$ cat src/rtl/fb_dma_pkg.sv
`timescale 1ns/1ps
package fb_dma_pkg;
  localparam int CODE_W   = 3;
  localparam int MAX_CODE = 4;
  localparam int LEN_W    = MAX_CODE + 1;

  typedef logic [CODE_W-1:0] burst_code_t;
  typedef logic [LEN_W-1:0]  burst_len_t;

  function automatic logic code_ok(burst_code_t c);
    return int'(c) <= MAX_CODE;
  endfunction

  // length in words for a legal code, zero for an illegal one
  function automatic burst_len_t code_len(burst_code_t c);
    burst_len_t n;
    n = '0;
    for (int k = 0; k <= MAX_CODE; k++)
      if (int'(c) == k) n = burst_len_t'(1) << k;
    return n;
  endfunction
endpackage

$ cat src/rtl/fb_dma_fifo.sv
`timescale 1ns/1ps
module fb_dma_fifo #(
  parameter int DW    = 32,
  parameter int DEPTH = 32,
  localparam int PW   = (DEPTH > 1) ? $clog2(DEPTH) : 1,
  localparam int CW   = $clog2(DEPTH + 1)
) (
  input  logic          clk,
  input  logic          rst,
  input  logic          flush,
  input  logic          push,
  input  logic [DW-1:0] wdata,
  input  logic          pop,
  output logic [DW-1:0] rdata,
  output logic          valid,
  output logic [CW-1:0] count
);
  logic [DW-1:0] mem [DEPTH];
  logic [PW-1:0] wp, rp;
  logic          full, do_wr, do_rd;

  assign full  = (count == CW'(DEPTH));
  assign valid = (count != '0);
  assign do_wr = push && !full && !flush;
  assign do_rd = pop && valid && !flush;
  assign rdata = mem[rp];

  function automatic logic [PW-1:0] bump(logic [PW-1:0] p);
    return (p == PW'(DEPTH - 1)) ? '0 : p + PW'(1);
  endfunction

  always_ff @(posedge clk) begin
    if (do_wr) mem[wp] <= wdata;
  end

  always_ff @(posedge clk) begin
    if (rst || flush) begin
      wp    <= '0;
      rp    <= '0;
      count <= '0;
    end else begin
      if (do_wr) wp <= bump(wp);
      if (do_rd) rp <= bump(rp);
      case ({do_wr, do_rd})
        2'b10:   count <= count + CW'(1);
        2'b01:   count <= count - CW'(1);
        default: count <= count;
      endcase
    end
  end


  fifo_ovf_chk: assert property (@(posedge clk) disable iff (rst)
    (push && !flush) |-> !full)
    else $error("fifo_ovf_chk: push into full pixel FIFO");
endmodule

$ cat src/rtl/fb_dma_req.sv
`timescale 1ns/1ps
module fb_dma_req
  import fb_dma_pkg::*;
#(
  parameter int AW     = 32,
  parameter int FREE_W = 6
) (
  input  logic              clk,
  input  logic              rst,
  input  logic              en,
  input  logic [AW-1:0]     base,
  input  logic [AW-1:0]     lim,
  input  burst_code_t       code,
  input  logic              pal_only,
  input  logic [FREE_W-1:0] free,
  input  logic              rsp_valid,
  input  logic              rd_gnt,
  output logic              rd_req,
  output logic [AW-1:0]     rd_addr,
  output burst_len_t        rd_len,
  output logic              discard
);
  logic [AW-1:0] nxt, rem_w, burst_end;
  logic          busy, drop_q, stopped, last_q;
  burst_len_t    left, blen, take;
  logic          accept, go, last_rsp;

  assign blen      = code_len(code);
  assign rem_w     = ((lim - nxt) >> 2) + AW'(1);
  assign take      = (rem_w < AW'(blen)) ? rem_w[LEN_W-1:0] : blen;
  assign accept    = rd_req && rd_gnt;
  assign go        = en && !busy && !rd_req && !stopped && code_ok(code) &&
                     (free >= FREE_W'(blen));
  assign last_rsp  = busy && rsp_valid && (left == burst_len_t'(1));
  assign burst_end = rd_addr + (AW'(rd_len) << 2) - AW'(4);
  assign discard   = !en || drop_q;

  always_ff @(posedge clk) begin
    if (rst) begin
      rd_req  <= 1'b0;
      rd_addr <= '0;
      rd_len  <= '0;
      nxt     <= '0;
      busy    <= 1'b0;
      drop_q  <= 1'b0;
      stopped <= 1'b0;
      last_q  <= 1'b0;
      left    <= '0;
    end else begin
      if (busy && rsp_valid) begin
        left <= left - burst_len_t'(1);
        if (last_rsp) begin
          busy   <= 1'b0;
          drop_q <= 1'b0;
        end
      end
      if (!en && busy && !last_rsp) drop_q <= 1'b1;

      if (accept) begin
        rd_req <= 1'b0;
        busy   <= 1'b1;
        left   <= rd_len;
        drop_q <= !en;
      end else if (!en) begin
        rd_req <= 1'b0;
      end else if (go) begin
        rd_req  <= 1'b1;
        rd_addr <= nxt;
        rd_len  <= take;
        last_q  <= (rem_w <= AW'(blen));
      end

      if (!en) begin
        nxt     <= base;
        stopped <= 1'b0;
      end else if (accept) begin
        nxt <= last_q ? base : burst_end + AW'(4);
        if (last_q && pal_only) stopped <= 1'b1;
      end
    end
  end


  rd_hold_chk: assert property (@(posedge clk) disable iff (rst)
    (rd_req && !rd_gnt && en) |=> (rd_req && $stable(rd_addr) && $stable(rd_len)))
    else $error("rd_hold_chk: request dropped or changed before grant");

  burst_len_chk: assert property (@(posedge clk) disable iff (rst)
    (rd_req && en) |-> (rd_len != '0 && rd_len <= code_len(code)))
    else $error("burst_len_chk: burst length outside selected size");

  addr_range_chk: assert property (@(posedge clk) disable iff (rst)
    (rd_req && en) |-> (rd_addr >= base && burst_end <= lim))
    else $error("addr_range_chk: burst outside buffer window");

  bad_code_chk: assert property (@(posedge clk) disable iff (rst)
    $rose(rd_req) |-> $past(code_ok(code)))
    else $error("bad_code_chk: request raised under an illegal code");
endmodule

$ cat src/rtl/fb_dma_fetch.sv
`timescale 1ns/1ps
module fb_dma_fetch
  import fb_dma_pkg::*;
#(
  parameter int AW          = 32,
  parameter int DW          = 32,
  parameter int FIFO_DEPTH  = 32,
  parameter int PAL_S_WORDS = 8,
  parameter int PAL_L_WORDS = 128
) (
  input  logic          clk,
  input  logic          rst,
  input  logic          en,
  input  logic [AW-1:0] base_addr,
  input  logic [AW-1:0] ceil_addr,
  input  logic [2:0]    burst_code,
  input  logic          pal_only,
  input  logic          pal_large,
  input  logic          ufl_ie,
  input  logic          ufl_clr,
  output logic          rd_req,
  output logic [AW-1:0] rd_addr,
  output logic [4:0]    rd_len,
  input  logic          rd_gnt,
  input  logic          rsp_valid,
  input  logic [DW-1:0] rsp_data,
  output logic          pal_valid,
  output logic [DW-1:0] pal_data,
  output logic          px_valid,
  output logic [DW-1:0] px_data,
  input  logic          px_pop,
  output logic          frame_done,
  output logic          ufl_flag,
  output logic          ufl_irq
);
  localparam int CW = $clog2(FIFO_DEPTH + 1);

  logic [AW-1:0] pal_bytes, lim, raddr;
  logic [CW-1:0] fcount, ffree;
  logic          discard, take, is_pal, is_last, px_push, uf_hit, ufl_n;
  burst_len_t    len_w;

  assign pal_bytes = pal_large ? AW'(PAL_L_WORDS * 4) : AW'(PAL_S_WORDS * 4);
  assign lim       = pal_only ? (base_addr + pal_bytes - AW'(4)) : ceil_addr;
  assign ffree     = CW'(FIFO_DEPTH) - fcount;
  assign rd_len    = len_w;

  fb_dma_req #(.AW(AW), .FREE_W(CW)) u_req (
    .clk(clk), .rst(rst), .en(en), .base(base_addr), .lim(lim),
    .code(burst_code), .pal_only(pal_only), .free(ffree),
    .rsp_valid(rsp_valid), .rd_gnt(rd_gnt), .rd_req(rd_req),
    .rd_addr(rd_addr), .rd_len(len_w), .discard(discard)
  );

  // response side tracks the address of the next returned word
  assign take    = rsp_valid && !discard;
  assign is_pal  = (raddr - base_addr) < pal_bytes;
  assign is_last = (raddr == lim);
  assign px_push = take && !is_pal;

  fb_dma_fifo #(.DW(DW), .DEPTH(FIFO_DEPTH)) u_fifo (
    .clk(clk), .rst(rst), .flush(!en), .push(px_push), .wdata(rsp_data),
    .pop(px_pop), .rdata(px_data), .valid(px_valid), .count(fcount)
  );

  assign uf_hit = px_pop && !px_valid && en;
  assign ufl_n  = (ufl_flag && !ufl_clr) || uf_hit;

  always_ff @(posedge clk) begin
    if (rst) begin
      raddr      <= '0;
      pal_valid  <= 1'b0;
      pal_data   <= '0;
      frame_done <= 1'b0;
      ufl_flag   <= 1'b0;
      ufl_irq    <= 1'b0;
    end else begin
      if (!en)       raddr <= base_addr;
      else if (take) raddr <= is_last ? base_addr : raddr + AW'(4);
      pal_valid  <= take && is_pal;
      pal_data   <= rsp_data;
      frame_done <= take && is_last;
      ufl_flag   <= ufl_n;
      ufl_irq    <= ufl_n && ufl_ie;
    end
  end


  palonly_px_chk: assert property (@(posedge clk) disable iff (rst)
    (px_push && en) |-> !pal_only)
    else $error("palonly_px_chk: pixel pushed in palette-only mode");

  ufl_set_chk: assert property (@(posedge clk) disable iff (rst)
    $rose(ufl_flag) |-> $past(px_pop && en && !px_valid))
    else $error("ufl_set_chk: underflow flag set without empty pop");

  flush_chk: assert property (@(posedge clk) disable iff (rst)
    !$past(en) |-> !px_valid)
    else $error("flush_chk: FIFO holds data while disabled");
endmodule

$ cat config.mk
export PLATFORM = sky130hd
export DESIGN_NAME = fb_dma_fetch
export DESIGN_NICKNAME = d
export VERILOG_FILES = /design/src/rtl/fb_dma_pkg.sv /design/src/rtl/fb_dma_fifo.sv /design/src/rtl/fb_dma_req.sv /design/src/rtl/fb_dma_fetch.sv
export SDC_FILE = /design/constraint.sdc
export NUM_CORES = 2
export LEC_CHECK = 0
export ABC_AREA = 1
export BUFFER_PORTS_ARGS = -buffer_cell sky130_fd_sc_hd__buf_2
export CAP_MARGIN = 10
export CORE_ASPECT_RATIO = 1.2
export CORE_MARGIN = 2
export CORE_UTILIZATION = 50
export CTS_CLUSTER_DIAMETER = 200
export DETAILED_ROUTE_END_ITERATION = 10
export PLACE_DENSITY_LB_ADDON = 0.12
export SETUP_SLACK_MARGIN = 0.05
export SYNTH_ARGS = -nofsm -noshare
export SYNTH_HDL_FRONTEND = slang
export SYNTH_SLANG_ARGS = --single-unit
export TNS_END_PERCENT = 5
$ cat constraint.sdc
create_clock -name clk -period 12.8 [get_ports clk]
set_input_delay 0 -clock clk [delete_from_list [all_inputs] [get_ports clk]]
set_output_delay 0 -clock clk [all_outputs]
set_load 0.01 [all_outputs]
==> impl_metrics.tcl <==
set metrics [dict create \
    swShare_pct 26.5 \
    cts_buffer_depth 3 \
    setup_viol 0 \
    crit_fanout 40 \
    htreeDepth 3 \
    cp-end-kind "flip-flop" \
    cts_sinks 1192 \
    design.die.area_sq_mm 0.114 \
    dr_total_vias 43300 \
    layout_commonest_cell "edfxtp_1" \
    drc_errors 0 \
    ir_drop_uv 133 \
    fin_crit_sh_pct 44.0 \
    max_cap_violations 0 \
    r2r-start "raddr[5]" \
    final_core_util_pct 57.2 \
    place_hpwl_microns 112000 \
    synth_cells 5400 \
    critPathLaunch "raddr[5]" \
    cts-root-buf "clkbuf_16" \
    wirelength_microns 185000 \
    rows 133 \
    finalCriticalPeriod_ns 5.63 \
    p_int_mw 6.58 \
    run_status "complete, no violations" \
    initial_core_util_pct 50.5 \
    ys_ff_latch 1192 \
    dp_slack_ns 7.13 \
    dp_cells 6842 \
    grt_pass1_wl_microns 269000 \
    combPwrFrac_pct 13.2 \
    cts_resized 0 \
    skew_ns 0.0238 \
    finalNonFillerCells 7143 \
    rr_endpoint "u_fifo.count[5]" \
    path_clk_slew_ns 0.07 \
    ys_warn_count 0 \
    ant_nets 0 \
    ys_seq_area_share_pct 61.6 \
    worst-path-stages 30 \
    final_nets 5859 \
    max_freq_mhz 178 \
    drive_gt1_share_pct 10.6 \
    synth_area_sq_mm 0.0554 \
    pwr_density_cell_mw_per_mm2 143 \
    synth_edf_count 1024 \
    slowest_stage "buf_4" \
    layout_setup_ws_ns 7.17 \
    pwr-share-seq_pct 48.2 \
    grt_antenna_before_repair 10 \
    core-area_sq_mm 0.110 \
    ys_types 58 \
    numCtsBuffers 115 \
    final.setup.tns_ns 0 \
    critPathMaxStageDelay_ns 0.50 \
    cp-start-kind "flip-flop" \
    grt_remaining_overflow 0 \
    critPathCapture "u_fifo.count[5]" \
    cp.buffers_inverters 4 \
    crit_family "simple AND/OR/NAND/NOR gates" \
    hold_viol_final 0 \
    drt_pre_antenna_iters 6 \
    hp-class "input pin to flip-flop" \
    hp-start "pal_only" \
    async_flop_share_pct 0 \
    wl_per_cell_microns 25.9 \
    syn_area_per_cell_sq_um 10.3 \
    leakage_nw 23.1 \
    worstSetupPathType "flip-flop to flip-flop" \
    yosys_most_used_dff "edfxtp_1" \
    maxSlewHeadroom_pct 14.0 \
    clkPwrFrac_pct 38.7 \
    synth_nets 5635 \
    dieHeight_microns 369 \
    worst_pin_slew_ns 1.28 \
    grt_pass1_vias 41000 \
    cts_tree "done" \
    final_max_slew_viol_count 0 \
    grt_max_degree 235 \
    syn2layout_area_growth_pct 13.2 \
    gp_congestion 1.00 \
    vias_per_cell 6.06 \
    cp.arrival_ns 6.24 \
    required_ns 13.41 \
    grt_use_total_pct 32.2 \
    io_buffer_count 215 \
    p_sw_mw 2.37 \
    fp.dieW_microns 308 \
    r2r_slack_ns 7.17 \
    most-common-layout-cells "edfxtp_1, nor2_1, o21ai_0" \
    rsz0062_at_grt "no" \
    io_pins 216 \
    reg2reg_depth 30 \
    clk_latency_ns 0.73 \
    detail_route.iter0.violations 4782 \
]
final cells by class:
class                           count  area [sq um]
Antenna cell                        4          10.0
Clock buffer                      140          3050
Clock inverter                     75           781
Fill cell                        9434         47000
Inverter                          413          1570
Multi-Input combinational cell   3523         18900
Sequential cell                  1192         34100
Tap cell                         1417          1770
Timing Repair Buffer              379          2540
cells in the mapped netlist (all sizes together) (2+ instances only):
| master | count | share of area [%] |
|---|---|---|
| fa | 3 | 0.11 |
| o221ai | 185 | 2.9 |
| or2 | 14 | 0.16 |
| nor3b | 4 | 0.054 |
| and2 | 4 | 0.047 |
| a21boi | 15 | 0.20 |
| o211ai | 25 | 0.34 |
| buf | 35 | 0.31 |
| xor2 | 79 | 1.2 |
| nand2 | 656 | 4.6 |
| o21ai | 714 | 6.5 |
| clkinv | 8 | 0.054 |
| inv | 405 | 2.7 |
| dfxtp | 168 | 6.1 |
| nor3 | 67 | 0.64 |
| nor4 | 6 | 0.090 |
| o21a | 10 | 0.14 |
| o22ai | 73 | 0.82 |
| a21oi | 202 | 1.8 |
| xnor2 | 40 | 0.63 |
| nand3b | 10 | 0.14 |
| a221oi | 2 | 0.032 |
| a22oi | 11 | 0.15 |
| nand3 | 231 | 2.2 |
| a31oi | 45 | 0.51 |
| ha | 123 | 2.8 |
| nor2 | 892 | 6.2 |
| edfxtp | 1024 | 55 |
| o21bai | 12 | 0.16 |
| nand4 | 52 | 0.60 |
| a211oi | 6 | 0.081 |
| a21o | 8 | 0.11 |
| a32oi | 27 | 0.43 |
| clkbuf | 237 | 1.6 |
| o2111ai | 2 | 0.032 |
worst reg2reg max path, delay by kind of cell (launching register included):
| kind | cells | cell delay (ns) |
|---|---|---|
| AOI/OAI and AO/OA | 9 | 1.50 |
| adders and majority gates | 3 | 1.17 |
| buffers and inverters | 4 | 0.64 |
| DFF | 1 | 0.38 |
| and+or+nand+nor | 14 | 1.83 |
stage by stage:
step           hold slack (ns)  total power [mW]  instance area (sq um)
6_report                0.0375              8.95                  62700
5_1_grt                 0.0515              9.27                  62700
3_3_place_gp             0.269              5.53                  58000
2_1_floorplan           0.0989              5.12                  55400
4_1_cts                0.00141              8.97                  62700
3_5_place_dp             0.273              5.53                  58000
how the worst min path moves through the flow:
stage                             to  slack [ns]  depth (start not counted)
floorplan           u_fifo.mem[0][0]         0.1                          0
global placement             ufl_irq        0.27                          2
detailed placement           ufl_irq        0.27                          2
CTS                    u_req.stopped       0.001                          3
global route           u_req.stopped        0.05                          3
finish                 u_req.stopped        0.04                          3
state kept, by name, summed over array words and instances, names as in the netlist, 5 cells and up, named ones only:
register       cells
u_fifo.rp          5
u_req.nxt         32
u_fifo.count       6
u_req.left         5
u_fifo.wp          5
raddr             32
u_req.rd_len       5
pal_data          32
u_fifo.mem      1024
u_req.rd_addr     32
timing repair:
item / CTS / global route
buffers inserted: 0 / 0
hold buffers: 82 / 0
hold endpoints to repair: 1149 / 0
kinds of logic after synthesis:
kind of cell,synth area share (%)
buffers and inverters,4.71
multiplexers,0.0181
AND/OR/NAND/NOR,14.7
flip-flops,61.6
XOR/XNOR,1.88
adder cells (fa/ha/maj),2.89
AO/OA/AOI/OAI,14.3
routing by layer:
| layer | vias up | global-route usage (%) | share of wire, % |
|---|---|---|---|
| met5 | - | 0 | 0.012 |
| met4 | 4 | 16.9 | 5.5 |
| met3 | 418 | 4.84 | 7.8 |
| met2 | 1966 | 52.7 | 47 |
| met1 | 21100 | 41.6 | 39 |
| li1 | 19700 | - | - |
power by group through the flow:
stage          clock [mW]  combinational (mW)  sequential (mW)
2_1_floorplan           0               0.743             4.38
3_3_place_gp            0                1.14             4.39
3_5_place_dp            0                1.14             4.39
4_1_cts              3.50                1.17             4.31
5_1_grt              3.66                1.30             4.31
6_report             3.46                1.18             4.31
Note: power is estimated with default switching activity, not from simulation.
